--- src/rtl/fevt_pkg.sv ---
package fevt_pkg;
   // host address map (word addresses)
   localparam int ADR_STAT_RD  = 0;
   localparam int ADR_STAT_CLR = 1;
   localparam int ADR_MASK_CLR = 2;
   localparam int ADR_MASK_SET = 3;
   localparam int ADR_MASK_RD  = 4;
   // source bit positions
   localparam int SRC_BOT   = 0;
   localparam int SRC_TOP   = 1;
   localparam int NUM_SRC   = 2;
endpackage

--- src/rtl/fevt_status_reg.sv ---
module fevt_status_reg #(
   parameter int REG_W = 16
) (
   input  logic             clk,
   input  logic             rst_n,
   input  logic [REG_W-1:0] set_vec,
   input  logic             clr_en,
   input  logic [REG_W-1:0] clr_vec,
   output logic [REG_W-1:0] status
);
   genvar i;
   generate
      for (i = 0; i < REG_W; i++) begin : g_bit
         logic bit_q;
         always_ff @(posedge clk or negedge rst_n) begin
            if (!rst_n)
               bit_q <= 1'b0;
            else if (set_vec[i])
               bit_q <= 1'b1;              // a new event beats a clear
            else if (clr_en && clr_vec[i])
               bit_q <= 1'b0;
         end
         assign status[i] = bit_q;
      end
   endgenerate
endmodule

--- src/rtl/fevt_mask_reg.sv ---
module fevt_mask_reg #(
   parameter int MW = 2
) (
   input  logic          clk,
   input  logic          rst_n,
   input  logic          set_en,
   input  logic          clr_en,
   input  logic [MW-1:0] data,
   output logic [MW-1:0] mask
);
   genvar i;
   generate
      for (i = 0; i < MW; i++) begin : g_bit
         logic bit_q;
         always_ff @(posedge clk or negedge rst_n) begin
            if (!rst_n)
               bit_q <= 1'b0;
            else if (set_en && data[i])
               bit_q <= 1'b1;
            else if (clr_en && data[i])
               bit_q <= 1'b0;
         end
         assign mask[i] = bit_q;
      end
   endgenerate
endmodule

--- src/rtl/fevt_rd_mux.sv ---
module fevt_rd_mux #(
   parameter int REG_W  = 16,
   parameter int MW     = 2,
   parameter int ADDR_W = 3
) (
   input  logic              clk,
   input  logic              rst_n,
   input  logic              rd_en,
   input  logic [ADDR_W-1:0] rd_addr,
   input  logic [REG_W-1:0]  status,
   input  logic [MW-1:0]     mask,
   output logic [REG_W-1:0]  rd_data,
   output logic              rd_vld
);
   import fevt_pkg::*;
   logic [REG_W-1:0] sel;

   always_comb begin
      sel = '0;
      if (rd_addr == ADDR_W'(ADR_STAT_RD))
         sel = status;
      else if (rd_addr == ADDR_W'(ADR_MASK_RD))
         sel = REG_W'(mask);
   end

   always_ff @(posedge clk or negedge rst_n) begin
      if (!rst_n) begin
         rd_data <= '0;
         rd_vld  <= 1'b0;
      end else begin
         rd_vld <= rd_en;
         if (rd_en)
            rd_data <= sel;
      end
   end
endmodule

--- src/rtl/fevt_irq_ctrl.sv ---
module fevt_irq_ctrl #(
   parameter int REG_W   = 16,
   parameter int ADDR_W  = 3,
   parameter bit IRQ_REG = 1'b0
) (
   input  logic              clk,
   input  logic              rst_n,
   input  logic              evt_bot,
   input  logic              evt_top,
   input  logic              wr_en,
   input  logic [ADDR_W-1:0] wr_addr,
   input  logic [REG_W-1:0]  wr_data,
   input  logic              rd_en,
   input  logic [ADDR_W-1:0] rd_addr,
   output logic [REG_W-1:0]  rd_data,
   output logic              rd_vld,
   output logic              irq
);
   import fevt_pkg::*;
   localparam int MW = NUM_SRC;

   generate
      if (REG_W < MW || REG_W > 32) begin : g_bad_width
         $error("fevt_irq_ctrl: REG_W out of range");
      end
      if (ADDR_W < 3) begin : g_bad_addr
         $error("fevt_irq_ctrl: ADDR_W too small for address map");
      end
   endgenerate

   logic [REG_W-1:0] set_vec;
   logic [REG_W-1:0] status_q;
   logic [MW-1:0]    mask_q;
   logic             stat_clr, msk_set, msk_clr;
   logic             irq_raw;

   always_comb begin
      set_vec          = '0;
      set_vec[SRC_BOT] = evt_bot;
      set_vec[SRC_TOP] = evt_top;
   end

   assign stat_clr = wr_en && (wr_addr == ADDR_W'(ADR_STAT_CLR));
   assign msk_clr  = wr_en && (wr_addr == ADDR_W'(ADR_MASK_CLR));
   assign msk_set  = wr_en && (wr_addr == ADDR_W'(ADR_MASK_SET));

   fevt_status_reg #(.REG_W(REG_W)) u_status (
      .clk     (clk),
      .rst_n   (rst_n),
      .set_vec (set_vec),
      .clr_en  (stat_clr),
      .clr_vec (wr_data),
      .status  (status_q)
   );

   fevt_mask_reg #(.MW(MW)) u_mask (
      .clk    (clk),
      .rst_n  (rst_n),
      .set_en (msk_set),
      .clr_en (msk_clr),
      .data   (wr_data[MW-1:0]),
      .mask   (mask_q)
   );

   fevt_rd_mux #(.REG_W(REG_W), .MW(MW), .ADDR_W(ADDR_W)) u_rd (
      .clk     (clk),
      .rst_n   (rst_n),
      .rd_en   (rd_en),
      .rd_addr (rd_addr),
      .status  (status_q),
      .mask    (mask_q),
      .rd_data (rd_data),
      .rd_vld  (rd_vld)
   );

   assign irq_raw = |(status_q[MW-1:0] & mask_q);

   generate
      if (IRQ_REG) begin : g_irq_flop
         logic irq_q;
         always_ff @(posedge clk or negedge rst_n) begin
            if (!rst_n) irq_q <= 1'b0;
            else        irq_q <= irq_raw;
         end
         assign irq = irq_q;
      end else begin : g_irq_comb
         assign irq = irq_raw;
      end
   endgenerate
endmodule

--- config.mk ---
export PLATFORM = sky130hd
export DESIGN_NAME = fevt_irq_ctrl
export DESIGN_NICKNAME = d
export VERILOG_FILES = /design/src/rtl/fevt_pkg.sv /design/src/rtl/fevt_status_reg.sv /design/src/rtl/fevt_mask_reg.sv /design/src/rtl/fevt_rd_mux.sv /design/src/rtl/fevt_irq_ctrl.sv
export SDC_FILE = /design/constraint.sdc
export NUM_CORES = 1
export LEC_CHECK = 0
export CAP_MARGIN = 10
export CORE_UTILIZATION = 24
export DETAILED_ROUTE_END_ITERATION = 8
export GPL_TIMING_DRIVEN = 0
export PLACE_DENSITY = 0.74
export SETUP_SLACK_MARGIN = 0.4
export SLEW_MARGIN = 20
export SYNTH_ARGS = -nofsm -noshare
export SYNTH_HDL_FRONTEND = slang
export SYNTH_SLANG_ARGS = --single-unit
--- constraint.sdc ---
create_clock -name clk -period 0.8 [get_ports clk]
set_input_delay 0.08 -clock clk [delete_from_list [all_inputs] [get_ports clk]]
set_output_delay 0.08 -clock clk [all_outputs]
set_load 0.02 [all_outputs]
# Yosys cells after proc, flatten, opt, wreduce, memory -nomap -nowiden
# Cells that the tools add are included.
# totals
register_bits,21
in_bits,28
output_inout_bits,18
wordCells,36
# classes
eq_ne,4
muxes,10
bitwise_logic,1
reduce_logical,15
# ops
cell,n
logical AND 1 bit,9
two-way mux 1 bit,8
nonzero test 2 bit,4
"== test 3 x 2 -> 1 bit, second input constant",2
two-way mux 2 bit,2
"== test 3 x 1 -> 1 bit, second input constant",1
"== test 3 bit, second input constant",1
zero test 3 bit,1
AND 2 bit,1
OR reduction 2 bit,1

# Longest topological paths before layout
# Gate-level depths: netlist of run 1.
# logic_depth
depth_word,5
mapped_depth,2
depth_no_buf,2

# Cells and area by module
# Synthesis of run 1 repeated with hierarchy kept, for this count alone.
# unflattened
cells_unflattened,119
hier_area_um2,1520.2
# by_module_without_submodules
mod,n_inst,cells_each,area_per_inst_um2,seq_area_each_um2
fevt_status_reg,1,66,732.0,400.4
fevt_rd_mux,1,40,649.4,425.4
fevt_mask_reg,1,8,90.1,50.0
fevt_irq_ctrl,1,5,48.8,0.0

# Worst setup path before layout of run 1
# OpenSTA, ideal clock, no wires.
# synth_path
path_kind,register -> output
from,register u_status.g_bit[0].bit_q
to,output port irq
arrival_time_ns,0.665
required_ns,0.720
setup_slack_ns,0.055
path_stages_with_launch,2
n_path_buf,0
cell_sequence,dfrtp_1 > a22o_1
# synth_between
elab_chain_cells,2
# synth_rtl
element,line_no,rtl
start: declaration,fevt_status_reg.sv:14,logic bit_q;
start signal: assignment,fevt_status_reg.sv:17,bit_q <= 1'b0;
start signal: assignment,fevt_status_reg.sv:19,bit_q <= 1'b1;
start signal: assignment,fevt_status_reg.sv:21,bit_q <= 1'b0;
AND 2 bit,fevt_irq_ctrl.sv:76,assign irq_raw = |(status_q[MW-1:0] & mask_q);
OR reduction 2 bit,fevt_irq_ctrl.sv:76,
end: declaration,fevt_irq_ctrl.sv:17,output logic irq
# Every way passes these cells.

# Final worst setup path of run 1
# layout_path
from,register u_mask.g_bit[0].bit_q
to,output port irq
# layout_between
elab_chain_cells,2
# layout_rtl
element,line_no,rtl
start: declaration,fevt_mask_reg.sv:14,logic bit_q;
start signal: assignment,fevt_mask_reg.sv:17,bit_q <= 1'b0;
start signal: assignment,fevt_mask_reg.sv:19,bit_q <= 1'b1;
start signal: assignment,fevt_mask_reg.sv:21,bit_q <= 1'b0;
AND 2 bit,fevt_irq_ctrl.sv:76,
OR reduction 2 bit,fevt_irq_ctrl.sv:76,
# Every way passes these cells.

==> results.txt, run 1 <==
Status: finished with violations
Failing checks: design-rule violations, negative setup slack
Antenna violations before repair: 0
Critical path launch point type: flop
Pre-CTS setup slack: -0.431 ns
Tcrit/Tclk final: 133%
Pwr/cell area: 1530 mW/mm²
RSZ-0062 raised after global routing: yes
Pins Over Slew Limit: 0
H-tree Lvls: 1
Top fanout value on the critical path: 2
Root Buffer: clkbuf_4
Max Clock Freq: 936 MHz
Worst vdd ir: 0.642 mV
Setup Viol. Count Final: 7
Overflow after GRT: 0
Drt first pass iters: 5
Remaining DRCs: 2
Dpl cell area: 671 µm²
Clk slew on worst S/H paths: 0.05 ns
Via count: 366
Commonest non-fill, non-tap cell in the layout: buf_4
DRT antenna net count: 0
Most frequent cells in the layout: buf_4 (15), conb_1 (14), clkdlybuf4s50_1 (7), buf_6 (7), dlygate4sd2_1 (6)
Std-Cell Rows: 14
Max Cap Violations: 0
Vias in the first global route: 354
Worst path required time: 0.72 ns
Placer Congestion: 0.701
Overall Global Routing Usage: 10.3%
TritonCTS Sinks: 7
Hold crit path type: in -> async
Starting Density: 26.7%
Detailed Route WL: 935 µm
Core Util, Final: 47.8%
Netlist cell types: 13
Netlist Area Pre-Place: 422 µm²
Global-route wire length before repair: 1390 µm
Filler cells: 155
Area of the multi-input gates: 200 µm²
Ys Warns: 0
Share of layout cells above drive strength 1: 44.3%
Worst path arrival time: 0.99 ns
Horiz. Die Dim: 43.9 µm
I/O pin count: 46
Antenna Cells: 0
Initial DRC count: 4
Average wire per standard cell: 9.84 µm
Worst setup EP type: primary output
Later-pin clock latency in the skew report: 0.24 ns
Synth Instances: 41
Largest net degree at the start of global routing: 8
Worst-case clock buffer depth: 2
Register area: 178 µm²
Leak pwr: 0.000388 µW
Kind of critical path: reg -> out
Seq cells post-synth: 7
Fin. Hold Viols: 0
Die Ht: 43.9 µm
TritonCTS Buffers: 3
CTS Hold Bufs: 0
Final #Nets: 108
Core ar.: 0.00158 mm²
CTS tree: built
Setup ws final: -0.268 ns
Vias/cell: 3.85
Final Instance Area: 753 µm²
Post-Syn Area per Cell: 10.3 µm²
Register area share after synthesis: 41.5%
Die area: 0.00193 mm²
PortBufs: 17
Fin crit period: 1.07 ns
Clock skew: 0.000948 ns
Area Overhead vs Synth: 78.6%
layout make-up:
| type | instances | share of cell area, % |
|---|---|---|
| timing repair buffer | 21 | 27.7 |
| multi-input combinational | 29 | 26.6 |
| sequential | 7 | 23.6 |
| buffer | 14 | 14.0 |
| clock buffer | 4 | 3.49 |
| tap | 16 | 2.66 |
| inverter | 4 | 1.99 |
repair_timing:
| action | in CTS | in global routing |
|---|---|---|
| resized for setup | 36 | 2 |
| buffers inserted | 4 | 0 |
| endpoints found under the setup margin | 11 | 10 |
| pin swaps | 4 | 1 |
path summary, 6_finish.rpt:
kind                                                    from  cells past startpoint  slack [ns]                             endpoint
hold / removal                                         rst_n                      1        0.09    u_mask.g_bit[0].bit_q$_DFFE_PN0P_
setup / recovery           u_mask.g_bit[0].bit_q$_DFFE_PN0P_                      2       -0.27                                  irq
setup reg to reg           u_mask.g_bit[0].bit_q$_DFFE_PN0P_                      4       -0.18          u_rd.rd_data[0]$_DFFE_PN0P_
hold reg to reg            u_mask.g_bit[1].bit_q$_DFFE_PN0P_                      1        0.56    u_mask.g_bit[1].bit_q$_DFFE_PN0P_
min in group clk                                  wr_data[1]                      2        0.16  u_status.g_bit[1].bit_q$_DFFE_PN0P_
max in group asynchronous                              rst_n                      1        0.46          u_rd.rd_data[1]$_DFFE_PN0P_
cells by family (layout without fill, tap and decap cells):
group,after synthesis,in the layout,synth area share [%]
flip-flops,7,7,41.5
other,1,14,0.889
AO/OA/AOI/OAI,5,5,8.01
buffers and inverters,18,43,28.5
AND/OR/NAND/NOR,6,6,11.0
multiplexers,4,4,10.1
metal layers:
layer	routed length [µm]	GRT usage, %
met3	103	4.17
met1	338	10.2
met2	493	18.2
met4	0	5.45
met5	0	0
flip-flops by register name, indices dropped and copies added (netlist names):
name,flops
u_rd.rd_vld,1
u_mask.g_bit.bit_q,2
u_rd.rd_data,2
u_status.g_bit.bit_q,2
stage by stage:
step | hold WS, ns | TNS, ns | instances | power (µW)
floorplan | -0.216 | 0 | 54 | 635
global placement | 0.348 | -2.95 | 87 | 770
detailed placement | 0.352 | -3.08 | 87 | 776
CTS | 0.0847 | -0.841 | 95 | 1150
global route | 0.101 | -1.06 | 95 | 1220
finish | 0.0888 | -0.812 | 95 | 1150
synth_stat cells:
master	n	area, µm²
conb_1	1	3.75
inv_1	4	15.0
a22o_1	1	8.76
mux2_2	2	22.5
nand4b_1	2	17.5
buf_4	14	105
and4bb_2	1	12.5
nor2_1	2	7.51
mux2i_1	2	20.0
dfrtp_1	7	175
a31oi_1	2	12.5
o22ai_1	2	12.5
or3b_1	1	8.76
power breakdown:
group / total, µW / internal, µW / switching, µW
Clock: 312 / 190 / 122
Combinational: 423 / 240 / 183
Sequential: 416 / 392 / 23.9
worst max-delay path, stage by stage (launching register included):
cell and delay, ns:
dfrtp_1 0.37, a22o_1 0.24, buf_6 0.13
No activity file was read; power rests on OpenSTA's default activity.
==> inputs of run 2 (changes only) <==
CORE_UTILIZATION = 27   (was 24)
PLACE_DENSITY = 0.78   (was 0.74)
clock period = 1.1 ns   (was 0.8 ns; I/O delays follow)
==> results.txt, run 2 (synthesis gave the netlist of run 1 again) <==
Fin crit period: 1.14 ns
Worst-case clock buffer depth: 2 (unchanged)
Vias in the first global route: 334 (was 354)
Core Util, Final: 52.9% (was 47.8%)
Share of layout cells above drive strength 1: 42.3% (was 44.3%)
CTS Hold Bufs: 0 (unchanged)
H-tree Lvls: 1 (unchanged)
Met3 Track Usage GR: 7.39% (was 4.17%)
Failing checks: negative setup slack (was design-rule violations, negative setup slack)
Worst-path cell chain: a22o_4 > buf_6 (was a22o_1 > buf_6)
CTS tree: built (unchanged)
Worst path required time: 0.99 ns (was 0.72 ns)
Std-Cell Rows: 13 (was 14)
TritonCTS Sinks: 7 (unchanged)
Post-route setup TNS: -0.0416 ns (was -0.812 ns)
Average wire per standard cell: 9.03 µm (was 9.84 µm)
Later-pin clock latency in the skew report: 0.26 ns (was 0.24 ns)
RSZ-0062 raised after global routing: yes (unchanged)
Smallest hold slack: 0.0978 ns (was 0.0888 ns)
Global-route wire length before repair: 1370 µm (was 1390 µm)
Met2 Use GR: 18.1% (was 18.2%)
Cell Count, Final, Fillers Out: 93 (was 95)
Largest regs: u_mask.g_bit.bit_q x2, u_rd.rd_data x2, u_status.g_bit.bit_q x2 (unchanged)
DRT antenna net count: 0 (unchanged)
Starting Density: 30.5% (was 26.7%)
Fin. Hold Viols: 0 (unchanged)
Final #Nets: 107 (was 108)
Commonest non-fill, non-tap cell in the layout: buf_4 (unchanged)
Worst setup EP type: primary output (unchanged)
Antenna violations before repair: 0 (unchanged)
Clk slew on worst S/H paths: 0.06 ns (was 0.05 ns)
Pins Over Slew Limit: 0 (unchanged)
Core ar.: 0.00138 mm² (was 0.00158 mm²)
Largest net degree at the start of global routing: 8 (unchanged)
Setup ws final: -0.0416 ns (was -0.268 ns)
Worst vdd ir: 0.513 mV (was 0.642 mV)
Busiest layer in global routing: met2 (unchanged)
Worst path arrival time: 1.03 ns (was 0.99 ns)
Status: finished with violations (unchanged)
Placed insts: 86 (was 87)
Hpwl dp: 674 µm
Antenna Cells: 0 (unchanged)
Max Clock Freq: 876 MHz
CP top delay family: flip-flops (unchanged)
Filler cells: 121 (was 155)
Root Buffer: clkbuf_4 (unchanged)
Most frequent cells in the layout: buf_4 (16), conb_1 (14), dlygate4sd2_1 (9), dfrtp_1 (6), buf_6 (5) (was buf_4 (15), conb_1 (14), clkdlybuf4s50_1 (7), buf_6 (7), dlygate4sd2_1 (6))
Max Cap Violations: 0 (unchanged)
Overall Global Routing Usage: 11.1% (was 10.3%)
CP peak stage delay: 0.39 ns (was 0.37 ns)
Die Ht: 41.5 µm (was 43.9 µm)
Critical path launch point type: flop (unchanged)
Remaining DRCs: 0 (was 2)
TritonCTS Buffers: 3 (unchanged)
Tcrit/Tclk final: 104%
Setup Viol. Count Final: 1 (was 7)
Die area: 0.00172 mm² (was 0.00193 mm²)
Critical path's slowest cell: dfrtp_1 (unchanged)
PortBufs: 17 (unchanged)
Vias/cell: 3.96 (was 3.85)
Worst path bufs/invs: 1 (unchanged)
Pwr/cell area: 1130 mW/mm² (was 1530 mW/mm²)
Hold crit path type: in -> async (unchanged)
Horiz. Die Dim: 41.5 µm (was 43.9 µm)
GR Layer Usage met1: 9.76% (was 10.2%)
Overflow after GRT: 0 (unchanged)
Area Overhead vs Synth: 73.6% (was 78.6%)
Clock skew: 0.00193 ns (was 0.000948 ns)
I/O pin count: 46 (unchanged)
Via count: 368 (was 366)
Leak pwr: 0.000387 µW (was 0.000388 µW)
Placer Congestion: 0.703 (was 0.701)
Kind of critical path: reg -> out (unchanged)
Detailed Route WL: 840 µm (was 935 µm)
Initial DRC count: 2 (was 4)
Drt first pass iters: 3 (was 5)
Top fanout value on the critical path: 2 (unchanged)
-- run 2: final timing paths --
kind	to	from	slack (ns)	cells after the start
max in group asynchronous	u_rd.rd_data[1]$_DFFE_PN0P_	rst_n	0.75	1
min in group clk	u_rd.rd_vld$_DFF_PN0_	rd_en	0.17	1
worst min-delay path	u_mask.g_bit[0].bit_q$_DFFE_PN0P_	rst_n	0.1	1
worst min register to register	u_rd.rd_data[0]$_DFFE_PN0P_	u_rd.rd_data[0]$_DFFE_PN0P_	0.54	2
worst max-delay path	irq	u_status.g_bit[0].bit_q$_DFFE_PN0P_	-0.04	2
worst max register to register	u_rd.rd_data[0]$_DFFE_PN0P_	u_status.g_bit[0].bit_q$_DFFE_PN0P_	0.14	4
-- run 2: where the power goes --
part           switching [µW]  internal (µW)
logic                     121            157
clock network             112            134
registers                21.3            284
-- run 2: what timing repair did --
item	CTS	global route
pin swaps	6	1
endpoints found under the setup margin	10	9
gates cloned	0	0
setup buffers	2	1
resized for setup	35	2
-- run 2: worst reg2reg max path: cells and delay by family, from the launching register on --
kind | cells | cell delay (ns)
multiplexers | 1 | 0.12
flip-flops | 1 | 0.39
AO/OA/AOI/OAI | 1 | 0.09
buffers and inverters | 2 | 0.25
-- run 2: per-stage QoR --
step / power, µW / setup slack [ns] / instance area (µm²)
after floorplan: 470 / 0.335 / 484
after global routing: 879 / -0.0739 / 732
after CTS: 840 / -0.0508 / 718
final: 829 / -0.0416 / 732
after global placement: 566 / -0.180 / 673
after detailed placement: 572 / -0.191 / 673
-- run 2: layout make-up --
| class | instances | area, µm² | share of cell area [%] |
|---|---|---|---|
| Multi-Input combinational cell | 29 | 199 | 27.2 |
| Timing Repair Buffer | 20 | 190 | 26.0 |
| Sequential cell | 7 | 176 | 24.1 |
| Buffer | 14 | 105 | 14.4 |
| Clock buffer | 3 | 22.5 | 3.08 |
| Tap cell | 15 | 18.8 | 2.56 |
| Inverter | 4 | 15.0 | 2.05 |
| Clock inverter | 1 | 5.00 | 0.684 |
-- run 2: routing by layer --
layer / wire [µm] / share of wire, %
met4: 23 / 2.7
met2: 393 / 47
met5: 0 / 0
met1: 325 / 39
met3: 99 / 12
